**src/rtl/utlb_pair.sv**
```systemverilog
module utlb_pair #(
  parameter int VPN_W  = 20,
  parameter int PPN_W  = 20,
  parameter int I_N    = 4,
  parameter int D_N    = 8,
  parameter int IDX_W  = 11,
  parameter int I_BASE = 'h200,
  parameter int D_BASE = 'h400
) (
  input  logic             clk,
  input  logic             rst_n,
  input  logic             cfg_split,
  input  logic             cmd_valid,
  input  logic [3:0]       cmd_op,
  input  logic             idx_err,
  input  logic             fill_valid,
  input  logic             fill_side,
  input  logic [VPN_W-1:0] fill_vpn,
  input  logic [PPN_W-1:0] fill_ppn,
  input  logic             i_req,
  input  logic [VPN_W-1:0] i_vpn,
  output logic             i_hit,
  output logic             i_miss,
  output logic [PPN_W-1:0] i_ppn,
  input  logic             d_req,
  input  logic [VPN_W-1:0] d_vpn,
  output logic             d_hit,
  output logic             d_miss,
  output logic [PPN_W-1:0] d_ppn,
  input  logic [IDX_W-1:0] dbg_idx,
  output logic             dbg_valid,
  output logic [VPN_W-1:0] dbg_vpn,
  output logic [PPN_W-1:0] dbg_ppn
);
  localparam int IPW = (I_N > 1) ? $clog2(I_N) : 1;
  localparam int DPW = (D_N > 1) ? $clog2(D_N) : 1;
  localparam logic [3:0] OP_WR = 4'd4, OP_INV = 4'd5, OP_WRNI = 4'd6;

  logic [I_N-1:0]   i_vld;
  logic [D_N-1:0]   d_vld;
  logic [VPN_W-1:0] i_tag [I_N];
  logic [PPN_W-1:0] i_pa  [I_N];
  logic [VPN_W-1:0] d_tag [D_N];
  logic [PPN_W-1:0] d_pa  [D_N];
  logic [IPW-1:0]   i_ptr;
  logic [DPW-1:0]   d_ptr;
  logic             clr, i_fill, d_fill, i_match, d_match;

  assign clr = cmd_valid && ((cmd_op == OP_WR && !cfg_split) || (cmd_op == OP_INV && !idx_err));
  assign i_fill = fill_valid && !fill_side && !clr;
  assign d_fill = fill_valid &&  fill_side && !clr;

  always_ff @(posedge clk) begin
    if (!rst_n) begin
      i_vld <= '0;
      d_vld <= '0;
      i_ptr <= '0;
      d_ptr <= '0;
    end else if (clr) begin
      i_vld <= '0;
      d_vld <= '0;
    end else begin
      if (i_fill) begin
        i_vld[i_ptr] <= 1'b1;
        i_ptr <= (i_ptr == IPW'(I_N - 1)) ? '0 : i_ptr + 1'b1;
      end
      if (d_fill) begin
        d_vld[d_ptr] <= 1'b1;
        d_ptr <= (d_ptr == DPW'(D_N - 1)) ? '0 : d_ptr + 1'b1;
      end
    end
  end

  always_ff @(posedge clk) begin
    if (i_fill) begin
      i_tag[i_ptr] <= fill_vpn;
      i_pa[i_ptr]  <= fill_ppn;
    end
    if (d_fill) begin
      d_tag[d_ptr] <= fill_vpn;
      d_pa[d_ptr]  <= fill_ppn;
    end
  end

  always_comb begin
    i_match = 1'b0;
    i_ppn   = '0;
    for (int k = 0; k < I_N; k++)
      if (i_vld[k] && i_tag[k] == i_vpn) begin
        i_match = 1'b1;
        i_ppn   = i_pa[k];
      end
    d_match = 1'b0;
    d_ppn   = '0;
    for (int k = 0; k < D_N; k++)
      if (d_vld[k] && d_tag[k] == d_vpn) begin
        d_match = 1'b1;
        d_ppn   = d_pa[k];
      end
  end

  assign i_hit  = i_req && i_match;
  assign i_miss = i_req && !i_match;
  assign d_hit  = d_req && d_match;
  assign d_miss = d_req && !d_match;

  always_comb begin
    dbg_valid = 1'b0;
    dbg_vpn   = '0;
    dbg_ppn   = '0;
    for (int k = 0; k < I_N; k++)
      if (dbg_idx == IDX_W'(I_BASE + k) && i_vld[k]) begin
        dbg_valid = 1'b1;
        dbg_vpn   = i_tag[k];
        dbg_ppn   = i_pa[k];
      end
    for (int k = 0; k < D_N; k++)
      if (dbg_idx == IDX_W'(D_BASE + k) && d_vld[k]) begin
        dbg_valid = 1'b1;
        dbg_vpn   = d_tag[k];
        dbg_ppn   = d_pa[k];
      end
  end

  p_reset_empty_r1: assert property (@(posedge clk) !rst_n |=> (i_vld == '0 && d_vld == '0));
  p_hit_miss_excl_r2: assert property (@(posedge clk) disable iff (!rst_n) !(i_hit && i_miss) && !(d_hit && d_miss));
  p_fill_lands_r3: assert property (@(posedge clk) disable iff (!rst_n) i_fill |=> i_vld[$past(i_ptr)]);
  p_clear_empties_r7: assert property (@(posedge clk) disable iff (!rst_n) clr |=> (i_vld == '0 && d_vld == '0));
  p_ptr_hold_r8: assert property (@(posedge clk) disable iff (!rst_n) clr |=> (i_ptr == $past(i_ptr) && d_ptr == $past(d_ptr)));
  p_ni_keeps_r6: assert property (@(posedge clk) disable iff (!rst_n)
    (cmd_valid && cmd_op == OP_WRNI && !fill_valid) |=> (i_vld == $past(i_vld) && d_vld == $past(d_vld)));
endmodule

```
**config.mk**
```make
export PLATFORM = sky130hd
export DESIGN_NAME = utlb_pair
export DESIGN_NICKNAME = d
export VERILOG_FILES = /design/src/rtl/utlb_pair.sv
export SDC_FILE = /design/constraint.sdc
export NUM_CORES = 1
export LEC_CHECK = 0
export BUFFER_PORTS_ARGS = -buffer_cell sky130_fd_sc_hd__buf_2
export CAP_MARGIN = 5
export CELL_PAD_IN_SITES_DETAIL_PLACEMENT = 1
export CELL_PAD_IN_SITES_GLOBAL_PLACEMENT = 2
export CORE_MARGIN = 4
export CORE_UTILIZATION = 42
export DETAILED_ROUTE_END_ITERATION = 7
export MAX_ROUTING_LAYER = met4
export PLACE_DENSITY = 0.81
export SLEW_MARGIN = 10
export SYNTH_ARGS = -nofsm -noshare
export SYNTH_HDL_FRONTEND = slang
export SYNTH_SLANG_ARGS = --single-unit
```
**constraint.sdc**
```tcl
create_clock -name clk -period 7.5 [get_ports clk]
set_input_delay 0.375 -clock clk [delete_from_list [all_inputs] [get_ports clk]]
set_output_delay 0.375 -clock clk [all_outputs]
set_load 0.02 [all_outputs]
```
## Yosys cells after proc, flatten, opt, wreduce, memory -nomap -nowiden

Memory sizes are Yosys's and may differ from the RTL's.
Index checks and enable logic that the tools add are counted.

- Input bits: 104
- RAM bits: 480
- Bits in registers: 17
- Memories kept: 4

Memory list:

| name | depth | width | rd ports | clocked after memory_dff | write ports | line | text |
|---|---|---|---|---|---|---|---|
| d_pa | 8 | 20 | 8 | 0 | 1 | 44 | `logic [PPN_W-1:0] d_pa [D_N];` |
| d_tag | 8 | 20 | 8 | 0 | 1 | 43 | `logic [VPN_W-1:0] d_tag [D_N];` |
| i_pa | 4 | 20 | 4 | 0 | 1 | 42 | `logic [PPN_W-1:0] i_pa [I_N];` |
| i_tag | 4 | 20 | 4 | 0 | 1 | 41 | `logic [VPN_W-1:0] i_tag [I_N];` |

- $lt $le $gt $ge: 4
- Multiplexer cells: 70
- Eq/ne operators: 28
- Add/subtract/negate cells: 2
- Reductions and logical operators: 47
- Bitwise gates (word level): 4

Operators by type and width:

| cell | number |
|---|---|
| 2-to-1 mux 20 bit | 36 |
| equality test 20 bit | 12 |
| equality test 11 bit (second input constant) | 8 |
| equality test 11 x 10 -> 1 bit (second input constant) | 4 |
| logical AND 1 bit | 37 |
| 2-to-1 mux 1 bit | 30 |
| equality test 4 x 3 -> 1 bit (second input constant) | 2 |
| OR 8 bit | 1 |
| logical NOT 1 bit | 6 |
| less-than comparator 3 x 4 -> 1 bit (second input constant) | 1 |
| OR 4 bit | 1 |
| AND reduction 2 bit | 2 |
| adder 3 x 1 -> 3 bit (second input constant) | 1 |
| demux 1 bit (select 3 bit) | 1 |
| equality test 3 bit (second input constant) | 1 |
| >= comparator 3 x 1 -> 1 bit (second input constant) | 1 |
| less-than comparator 2 x 3 -> 1 bit (second input constant) | 1 |
| 2-to-1 mux 3 bit | 1 |
| adder 2 x 1 -> 2 bit (second input constant) | 1 |
| demux 1 bit (select 2 bit) | 1 |
| equality test 2 bit (second input constant) | 1 |
| >= comparator 2 x 1 -> 1 bit (second input constant) | 1 |
| 2-to-1 mux 2 bit | 1 |
| inverter 1 bit | 2 |
| 2 further kinds | 2 |

## Longest topological paths before layout

Gate-level depths: netlist of the first run.

- Depth in word-level cells: 14
- Depth in mapped cells: 10

## Worst setup path after synthesis of the first run

OpenSTA, ideal clock, no wires.

- Path kind: input to register
- Start point: input port cmd_op[0]
- End point: memory d_pa[0][0], enable pin
- Setup slack: 2.159 ns
- Path buffers: 0
- Data required time: 6.958 ns
- Stages: 4
- Arrival: 4.799 ns
- Path through: mux2i_1 > nand4_1 > nand3_1 > nor4_1

- Word-level cells in the longest chain between the ends: 8
- Elaborated cells on any way between the ends: 10
- Those cells by class: eq/ne (2); mux (2); reduce/logical (6)

RTL lines:

| item | line | text |
|---|---|---|
| start: declaration | 14 | `input logic [3:0] cmd_op,` |
| equality test 4 x 3 -> 1 bit | 49 | `assign clr = cmd_valid && ((cmd_op == OP_WR && !cfg_split) \|\| (cmd_op == OP_INV && !idx_err));` |
| logical AND 1 bit | 49 |  |
| logical OR 1 bit * | 49 |  |
| logical AND 1 bit * | 49 |  |
| logical NOT 1 bit * | 51 | `assign d_fill = fill_valid && fill_side && !clr;` |
| logical AND 1 bit * | 51 |  |
| 2-to-1 mux 1 bit * | 79 | `if (d_fill) begin` |
| 2-to-1 mux 1 bit (implied by the code) * | 81 | `d_pa[d_ptr] <= fill_ppn;` |
| end: declaration | 44 |  |

Every way passes the cells marked *; elsewhere a longest branch is shown, timed or not.

==> results.yml, run 1 <==
cells_and_area:
  fin_nets: 2152
  final.fill_count: 5823
  layout_commonest_cell: "edfxtp_1"
  area_growth_pct: 14.8
  most-common-layout-cells: "edfxtp_1, buf_2, xnor2_1, o21ai_0, nand2_1"
  layout-drive-gt1-share_pct: 17.6
drt:
  vias_per_cell: 6.46
  ant_nets: 0
  drc_errors: 0
  drtPass1Iterations: 6
  avgRoutedWirePerCell_um: 32.8
  via_count: 18400
  drt_iter0_drc: 2097
  wl_mm: 93.2
clock_tree:
  h-tree-depth: 2
  clkSinkCount: 497
  ctsRootBufferMaster: "clkbuf_16"
  cts_buffer_depth: 3
  cts_made_buffers: 55
  cts_tree: "done"
  cts.clk_slew.worst_paths_ns: 0.06
  clk_latency_ns: 0.63
  cts_setup_buffers: 0
  cts_hold_buf: 0
  ctsResizeCount: 0
critical_path:
  critPathLaunchType: "flip-flop"
  cp_top_family: "simple AND/OR/NAND/NOR gates"
  critPathCaptureType: "primary output"
  cp_max_fo: 18
  r2r_end: "d_pa[7][5]"
  rrSetupSlack_ns: 5.25
  timing.rr.start: "d_ptr[2]"
  crit_arrival_ns: 4.44
  critPathRequiredTime_ns: 7.12
  crit_buf_inv: 1
  max_stage_delay_ns: 0.91
  r2r_cells: 3
  crit_chain: "xnor2_1 > nand4_1 > nor4_1 > a32oi_1 > nor3b_4 > o211ai_1 > a41oi_1 > buf_2"
  cp_slowest_cell: "nor3b_4"
  worstSetupPathType: "reg2out"
yosys:
  synth_compound_area_share_pct: 15.7
  synthSimpleGateAreaFrac_pct: 8.33
  syn_nets: 2009
  synth_edf_count: 480
  synthMuxAreaShare_pct: 1.99
  yosysWarnings: 0
  ys_ff_latch: 497
  ys_dominant_reg_cell: "edfxtp_1"
  ys_seq_area_share_pct: 61.5
  synthAdderAreaFrac_pct: 0.313
  ys_types: 63
  syn_inst: 1899
  synth.avg_cell_area_um2: 12.6
  ys_async_sr_fraction_pct: 0
  synth_top_family_by_area: "compound AO/OA/AOI/OAI gates"
  synth_area_um2: 24000
  synth_xor_area_share_pct: 8.76
die:
  die_w_um: 247
  core_region_area_um2: 56500
  start_util_pct: 42.5
  rows: 87
  design.die.area_um2: 61000
  die_h_um: 247
  top_level_ports: 189
power:
  p_leak_nw: 9.18
  pwr-share-comb_pct: 4.4
  vdd_drop_max_mv: 0.173
  p_int_mw: 4.72
  clkPwrFrac_pct: 44.4
  pwr-share-seq_pct: 51.2
  power_switching_mw: 1.35
  pwr_density_cell_nw_per_um2: 220
  p_sw_share_pct: 22.2
timing:
  fin_worst_skew_ns: 0.0191
  slew_violations: 0
  min_period_ns: 4.82
  relSlewSlack_pct: 16.7
  grt_setup_unrepaired: "no"
  setup_ws_ns: 2.68
  finalHoldViolations: 0
  period_share_pct: 64.2
  setup_viol_count_final: 0
  tns_ns: 0
  worst_slew_pin_slew_ns: 1.25
  fmax_ghz: 0.208
placed_design:
  io_buffer_count: 188
  hpwlAfterDp_mm: 63.4
  gp_congestion: 0.951
  pre_cts_slack_ns: 3.13
min_path:
  hold_path.class: "in2reg"
  hold_end: "i_ptr[0]"
  holdPathStages: 2
  hp-start: "rst_n"
global_routing:
  grt_pass1_vias: 19200
  grtUsageTotal_pct: 30.7
  grt_pass1_wl_mm: 133
  grt_start_max_net_pins: 43
  overflow: 0
  antenna_found_initial: 5
job:
  max_cap_violations: 0
status:
  status: "finished, final reports clean"
-- cell families after synthesis --
group | count (synthesis)
AOI/OAI and AO/OA | 514
adders and majority gates | 6
buffers and inverters | 211
xor gates and xnor gates | 240
muxes | 45
DFF | 497
and+or+nand+nor | 386
-- worst max-delay path by stage --
stage / startpoint / endpoint / slack (ns) / cells past startpoint
after floorplan: cmd_op[0] / d_pa[0][0] / 2.16 / 4
after global placement: dbg_idx[9] / dbg_vpn[19] / 3.17 / 10
after detailed placement: dbg_idx[9] / dbg_vpn[1] / 3.13 / 10
after CTS: d_tag[0][10] / d_ppn[18] / 2.77 / 8
after global routing: d_tag[0][10] / d_ppn[18] / 2.62 / 8
final: d_tag[0][7] / d_ppn[18] / 2.68 / 8
-- worst register-to-register path, stage by stage (launching register included) --
cell	delay [ns]
dfxtp_1	0.51
nand4_1	0.43
nor2_4	0.18
buf_4	0.68
-- synth_stat cells (3+ instances only) --
master    instances  area (µm²)
a211oi_1         18         135
a21o_1            3        22.5
a21oi_1          30         150
a221o_1          23         230
a221oi_1         35         307
a222oi_1         21         210
a22o_1            5        43.8
a22oi_1          52         390
a311o_1          15         150
a31oi_1          26         163
a32oi_1          16         140
a41oi_1          37         324
and2_1            8        50.1
and3_1           15        93.8
and3b_1           3        26.3
buf_1             5        18.8
buf_2             8        40.0
clkbuf_1        135         507
dfxtp_1          17         340
edfxtp_1        480       14400
ha_1              6        75.1
inv_1            61         229
mux2_2           21         236
mux2i_1          24         240
nand2_1          92         345
nand2b_1          5        31.3
nand3_1          25         125
nand4_1          59         369
nand4b_1         14         123
nor2_1           93         349
nor2b_1          14        87.6
nor3_1           10        50.1
nor4_1           30         188
o211ai_1         32         240
o21a_1           23         173
o21ai_0          94         470
o21ai_1          13        65.1
o221ai_1         38         333
o22ai_1          20         125
o31ai_1           6        45.0
xnor2_1         156        1370
xor2_1           84         736
-- routing by layer --
metal  vias to the layer above  part of all wire, %  GRT usage (%)
met5                         -                    0              -
met4                         0                  4.8           12.8
met3                       210                  6.4           3.34
met2                       854                   51           52.8
met1                      9561                   38           37.0
li1                       7757                    -              -
-- per-stage QoR --
stage               instance area (µm²)  instances  utilization (%)  power [mW]  hold slack [ns]
floorplan                         24000       1899                -        3.28            0.447
global placement                  25800       2741             45.6        3.42            0.477
global route                      27500       2843             48.8        6.23           0.0690
detailed placement                25800       2741             45.6        3.43            0.496
CTS                               27500       2841             48.7        6.09           0.0554
finish                            27500       2844             48.8        6.07           0.0703
-- registers in the layout, summed over array words and instances, names as in the netlist --
| signal | flops |
|---|---|
| d_vld | 8 |
| i_ptr | 2 |
| i_tag | 80 |
| d_pa | 160 |
| d_tag | 160 |
| i_vld | 4 |
| i_pa | 80 |
| d_ptr | 3 |
-- power by group through the flow --
stage          Sequential [mW]  Combinational [mW]  Clock, mW
2_1_floorplan             3.16               0.124          0
3_3_place_gp              3.16               0.259          0
3_5_place_dp              3.17               0.263          0
4_1_cts                   3.11               0.265       2.72
5_1_grt                   3.11               0.280       2.85
6_report                  3.11               0.269       2.69
-- area by class of cell --
class	instances	area [µm²]	area share, %
diodes	3	7.51	0.0273
clock buffers	71	1480	5.36
clock inverters	29	285	1.04
inverters	61	229	0.831
multi-input cells	1191	8550	31.0
flip-flops and latches	497	14800	53.6
well taps	756	946	3.43
repair buffers	236	1300	4.72
(Power assumes the default switching activity.)
==> inputs of run 2 (changes only) <==
--- a/config.mk
+++ b/config.mk
@@ -5,15 +5,16 @@
 export SDC_FILE = /design/constraint.sdc
 export NUM_CORES = 1
 export LEC_CHECK = 0
+export ABC_AREA = 1
 export BUFFER_PORTS_ARGS = -buffer_cell sky130_fd_sc_hd__buf_2
 export CAP_MARGIN = 5
 export CELL_PAD_IN_SITES_DETAIL_PLACEMENT = 1
 export CELL_PAD_IN_SITES_GLOBAL_PLACEMENT = 2
 export CORE_MARGIN = 4
-export CORE_UTILIZATION = 42
+export CORE_UTILIZATION = 35
 export DETAILED_ROUTE_END_ITERATION = 7
 export MAX_ROUTING_LAYER = met4
-export PLACE_DENSITY = 0.81
+export PLACE_DENSITY = 0.77
 export SLEW_MARGIN = 10
 export SYNTH_ARGS = -nofsm -noshare
 export SYNTH_HDL_FRONTEND = slang
==> constraint.sdc (replaced) <==
create_clock -name clk -period 3.9 [get_ports clk]
set_input_delay 0.195 -clock clk [delete_from_list [all_inputs] [get_ports clk]]
set_output_delay 0.195 -clock clk [all_outputs]
set_load 0.02 [all_outputs]
==> results.yml, run 2 <==
global_routing:
  overflow: 0
  grt_pass1_wl_mm: 152
  grt_start_max_net_pins: 46
  grtUsageTotal_pct: 27.1
  grt_pass1_vias: 22300
  antenna_found_initial: 2
timing:
  period_share_pct: 95.3
  setup_viol_count_final: 0
  setup_ws_ns: 0.183
  fin_worst_skew_ns: 0.0170
  relSlewSlack_pct: 39.4
  min_period_ns: 3.72
  worst_slew_pin_slew_ns: 0.906
  finalHoldViolations: 0
  grt_setup_unrepaired: "no"
  slew_violations: 0
  fmax_ghz: 0.269
  tns_ns: 0
cells_and_area:
  final_cells: 3902
  area_growth_pct: 17.5
  layout-drive-gt1-share_pct: 15.2
  reg.largest.list: "d_pa x160, d_tag x160"
  layout_commonest_cell: "nand2_1"
  fin_nets: 3013
  num_antenna_cells: 0
  most-common-layout-cells: "nand2_1, edfxtp_1, inv_1, buf_2, a21oi_1"
  final.fill_count: 8171
yosys:
  synth_area_leader_cell: "edfxtp_1"
  synth.avg_cell_area_um2: 9.49
  syn_nets: 2792
  synth_most_common_cell: "nand2_1"
  synth.area.top_cells: "edfxtp_1, nand2_1, inv_1"
  ys_types: 49
  synth_area_um2: 25400
  ys_ff_latch: 497
  synthTopCellsByCount: "nand2_1, edfxtp_1, inv_1, a21oi_1, o21ai_0"
  yosys.area.top_type_share_pct: 56.7
  syn_inst: 2682
  ys_dominant_reg_cell: "edfxtp_1"
  ys_seq_area_share_pct: 58.0
  synth_edf_count: 480
  ys_async_sr_fraction_pct: 0
  yosysWarnings: 0
die:
  core_region_area_um2: 71700
  die_w_um: 278
  start_util_pct: 35.5
  design.die.area_um2: 77100
  die_h_um: 278
  top_level_ports: 189
  rows: 98
critical_path:
  cp_slowest_cell: "nand3_1"
  max_stage_delay_ns: 0.55
  cp_max_fo: 15
  critPathRequiredTime_ns: 3.70
  critPathLaunchType: "flip-flop"
  crit_chain: "xnor2_1 > nand3_1 > nor2_1 > nand3_1 > buf_4 > buf_4 > o211ai_2 > nand2_1 > a21oi_1 > buf_2"
  worstSetupPathType: "reg2out"
  rrSetupSlack_ns: 1.75
  cp_top_family: "simple AND/OR/NAND/NOR gates"
  crit_buf_inv: 3
  critPathCaptureType: "primary output"
  crit_arrival_ns: 3.52
clock_tree:
  cts_made_buffers: 58
  ctsRootBufferMaster: "clkbuf_16"
  clk_latency_ns: 0.63
  cts_tree: "done"
  cts.clk_slew.worst_paths_ns: 0.06
  ctsResizeCount: 0
  cts_buffer_depth: 3
  clkSinkCount: 497
  h-tree-depth: 2
placed_design:
  hpwlAfterDp_mm: 75.6
  gp_congestion: 0.919
  placed_cells: 3753
  io_buffer_count: 188
  pre_cts_slack_ns: 0.597
drt:
  drc_errors: 0
  vias_per_cell: 5.57
  ant_nets: 0
  drtPass1Iterations: 5
  wl_mm: 104
  avgRoutedWirePerCell_um: 26.7
  drt_iter0_drc: 1876
  via_count: 21700
job:
  max_cap_violations: 0
power:
  p_leak_nw: 12.0
  pwr_density_cell_nw_per_um2: 412
  vdd_drop_max_mv: 0.310
min_path:
  hold_path.class: "in2reg"
status:
  status: "finished, final reports clean"
==> run 2: cell count changes after synthesis, moves of 79 or more <==
cell | before | now
xnor2_1 | 156 | 49
a21oi_1 | 30 | 187
o21ai_0 | 94 | 176
inv_1 | 61 | 299
nand2_1 | 92 | 644
nor2_1 | 93 | 172
==> run 2: where the power goes <==
part	internal [mW]	switching [mW]	total [mW]
clock network	3.35	2.31	5.66
logic	0.173	0.484	0.657
registers	5.96	0.0489	6.01
==> run 2: path summary, 6_finish.rpt <==
kind	start	depth (start not counted)	endpoint
hold / removal	fill_vpn[17]	1	d_tag[1][17]
setup / recovery	d_tag[3][6]	10	d_ppn[3]
hold reg to reg	d_vld[0]	2	d_vld[0]
setup reg to reg	d_ptr[0]	5	d_pa[3][0]
==> run 2: layer usage <==
| metal | routed length (µm) | vias up | track usage, % |
|---|---|---|---|
| met2 | 46800 | 809 | 41.4 |
| met3 | 6970 | 160 | 4.00 |
| met4 | 3320 | 0 | 7.99 |
| met1 | 47000 | 11000 | 37.7 |
| li1 | - | 9780 | - |
| met5 | 0 | - | - |
==> run 2: repair_timing <==
action,CTS,global route
setup buffers,0,2
hold buffers,38,0
setup endpoints to repair,0,2
endpoints found under the hold margin,427,0
==> run 2: area by class of cell <==
| type | instances | area [µm²] | area share [%] |
|---|---|---|---|
| sequential | 497 | 14800 | 49.4 |
| clock inverter | 41 | 390 | 1.31 |
| multi-input combinational | 1723 | 8880 | 29.7 |
| inverter | 330 | 1240 | 4.15 |
| timing repair buffer | 293 | 1870 | 6.27 |
| tap | 950 | 1190 | 3.98 |
| clock buffer | 68 | 1550 | 5.20 |
==> run 2: logic make-up after synthesis <==
kind of cell               synth area share, %
buffers and inverters                     7.46
and+or+nand+nor                           16.7
xor gates and xnor gates                  1.96
DFF                                       58.0
muxes                                   0.0393
adders and majority gates                0.295
AOI/OAI and AO/OA                         15.5
==> run 2: per-stage QoR <==
step	util [%]	power (mW)	hold WS, ns	cell area (µm²)
finish	41.7	12.3	0.0267	29900
floorplan	-	6.38	0.294	25400
detailed placement	38.4	6.74	0.486	27500
CTS	41.6	12.4	0.000811	29900
global placement	38.4	6.72	0.466	27500
global route	41.7	12.7	0.0216	29900
==> inputs of run 3 (changes only) <==
--- a/config.mk
+++ b/config.mk
@@ -11,10 +11,11 @@
 export CELL_PAD_IN_SITES_DETAIL_PLACEMENT = 1
 export CELL_PAD_IN_SITES_GLOBAL_PLACEMENT = 2
 export CORE_MARGIN = 4
-export CORE_UTILIZATION = 35
+export CORE_UTILIZATION = 36
+export CTS_BUF_LIST = sky130_fd_sc_hd__clkbuf_4 sky130_fd_sc_hd__clkbuf_8
 export DETAILED_ROUTE_END_ITERATION = 7
 export MAX_ROUTING_LAYER = met4
-export PLACE_DENSITY = 0.77
+export PLACE_DENSITY = 0.79
 export SLEW_MARGIN = 10
 export SYNTH_ARGS = -nofsm -noshare
 export SYNTH_HDL_FRONTEND = slang
==> results.yml, run 3 (same netlist as run 2, synthesis figures left out) <==
status:
  status: "finished, final reports clean"
drt:
  drt_iter0_drc: 2125
  drc_errors: 0
  via_count: 22000
  wl_mm: 106
  vias_per_cell: 5.58
  drtPass1Iterations: 6
  ant_nets: 0
  avgRoutedWirePerCell_um: 26.8
timing:
  finalHoldViolations: 0
  period_share_pct: 95.5
  fmax_ghz: 0.269
  worst_slew_pin_slew_ns: 1.01
  slew_violations: 0
  relSlewSlack_pct: 32.6
  min_period_ns: 3.72
  tns_ns: 0
  fin_worst_skew_ns: 0.0273
  grt_setup_unrepaired: "no"
  setup_viol_count_final: 0
die:
  start_util_pct: 36.3
  rows: 97
  top_level_ports: 189
  core_region_area_um2: 70000
  die_w_um: 274
  die_h_um: 274
  design.die.area_um2: 75000
clock_tree:
  cts_tree: "done"
  cts.clk_slew.worst_paths_ns: 0.06
  cts_made_buffers: 90
  ctsRootBufferMaster: "clkbuf_8"
  clk_latency_ns: 0.70
  h-tree-depth: 3
  clkSinkCount: 497
  cts_buffer_depth: 3
global_routing:
  grt_start_max_net_pins: 42
  grt_pass1_vias: 22100
  grtUsageTotal_pct: 28.5
  antenna_found_initial: 2
  grt_pass1_wl_mm: 153
  overflow: 0
cells_and_area:
  layout-drive-gt1-share_pct: 16.5
  ff_latch_area_um2: 14800
  reg.largest.list: "d_pa x160, d_tag x160"
  multiInputGateArea_um2: 8890
  layout_commonest_cell: "nand2_1"
  most-common-layout-cells: "nand2_1, edfxtp_1, inv_1, buf_2, a21oi_1"
  area_growth_pct: 16.7
  final.fill_count: 8101
  fin_nets: 3045
power:
  pwr_density_cell_nw_per_um2: 392
  vdd_drop_max_mv: 0.211
  p_leak_nw: 11.9
  power_mw: 11.6
placed_design:
  hpwlAfterDp_mm: 77.1
  gp_congestion: 0.928
  io_buffer_count: 188
critical_path:
  worstSetupPathType: "reg2out"
  cp_max_fo: 25
  crit_arrival_ns: 3.53
  crit_buf_inv: 2
  crit_chain: "nand3_1 > nor2_4 > inv_1 > nand2_2 > nor4_1 > nand4_1 > buf_2"
  cp_slowest_cell: "nand2_2"
  critPathRequiredTime_ns: 3.70
  max_stage_delay_ns: 0.62
  critPathLaunchType: "flip-flop"
  critPathCaptureType: "primary output"
  cp_top_family: "simple AND/OR/NAND/NOR gates"
  timing.rr.start: "i_ptr[0]"
  startpoint: "d_vld[7]"
min_path:
  hold_path.class: "in2reg"
  hp-start: "cmd_op[2]"
job:
  max_cap_violations: 0
==> run 3: final timing paths <==
check / endpoint / slack, ns / cells past startpoint
worst max-delay path: dbg_valid / 0.18 / 7
worst max register to register: i_tag[2][16] / 1.51 / 5
worst min register to register: d_vld[0] / 0.49 / 2
worst min-delay path: d_ptr[1] / 0.15 / 4
==> run 3: metrics by stage <==
stage	instances	cell area (µm²)	setup slack (ns)	hold slack, ns	util [%]
2_1_floorplan	2682	25400	0.992	0.294	-
3_3_place_gp	3734	27400	0.607	0.468	39.1
3_5_place_dp	3734	27400	0.514	0.470	39.1
4_1_cts	3947	29600	0.0750	0.100	42.3
5_1_grt	3952	29700	0.0417	0.222	42.4
6_report	3953	29700	0.177	0.150	42.4
==> run 3: report_power, final <==
part	switching (mW)	internal, mW	total, mW
registers	0.0493	5.96	6.01
logic	0.503	0.178	0.681
clock network	2.33	2.61	4.94
==> run 3: cell type report <==
type,instances,area share (%)
Tap cell,940,3.96
Sequential cell,497,49.7
Clock inverter,37,0.582
Antenna cell,3,0.0253
Inverter,330,4.19
Clock buffer,130,5.33
Timing Repair Buffer,293,6.26
Multi-Input combinational cell,1723,29.9
==> run 3: tightest hold or removal path: stages <==
cell,delay [ns]
buf_2,0.08
nand4_1,0.14
nand3_1,0.28
a21oi_1,0.11
==> run 3: repair_timing <==
action,in CTS,in global routing
resized for setup,1,1
hold endpoints to repair,481,0
setup endpoints to repair,1,2
pin swaps,0,1
hold buffers,46,0
setup buffers,0,3
==> run 3: routing by layer <==
metal	global-route usage [%]	part of all wire [%]	vias up
met3	3.19	7.7	142
met1	41.4	45	11100
li1	-	-	9856
met2	42.7	45	971
met4	7.49	2.5	0
met5	-	0	-
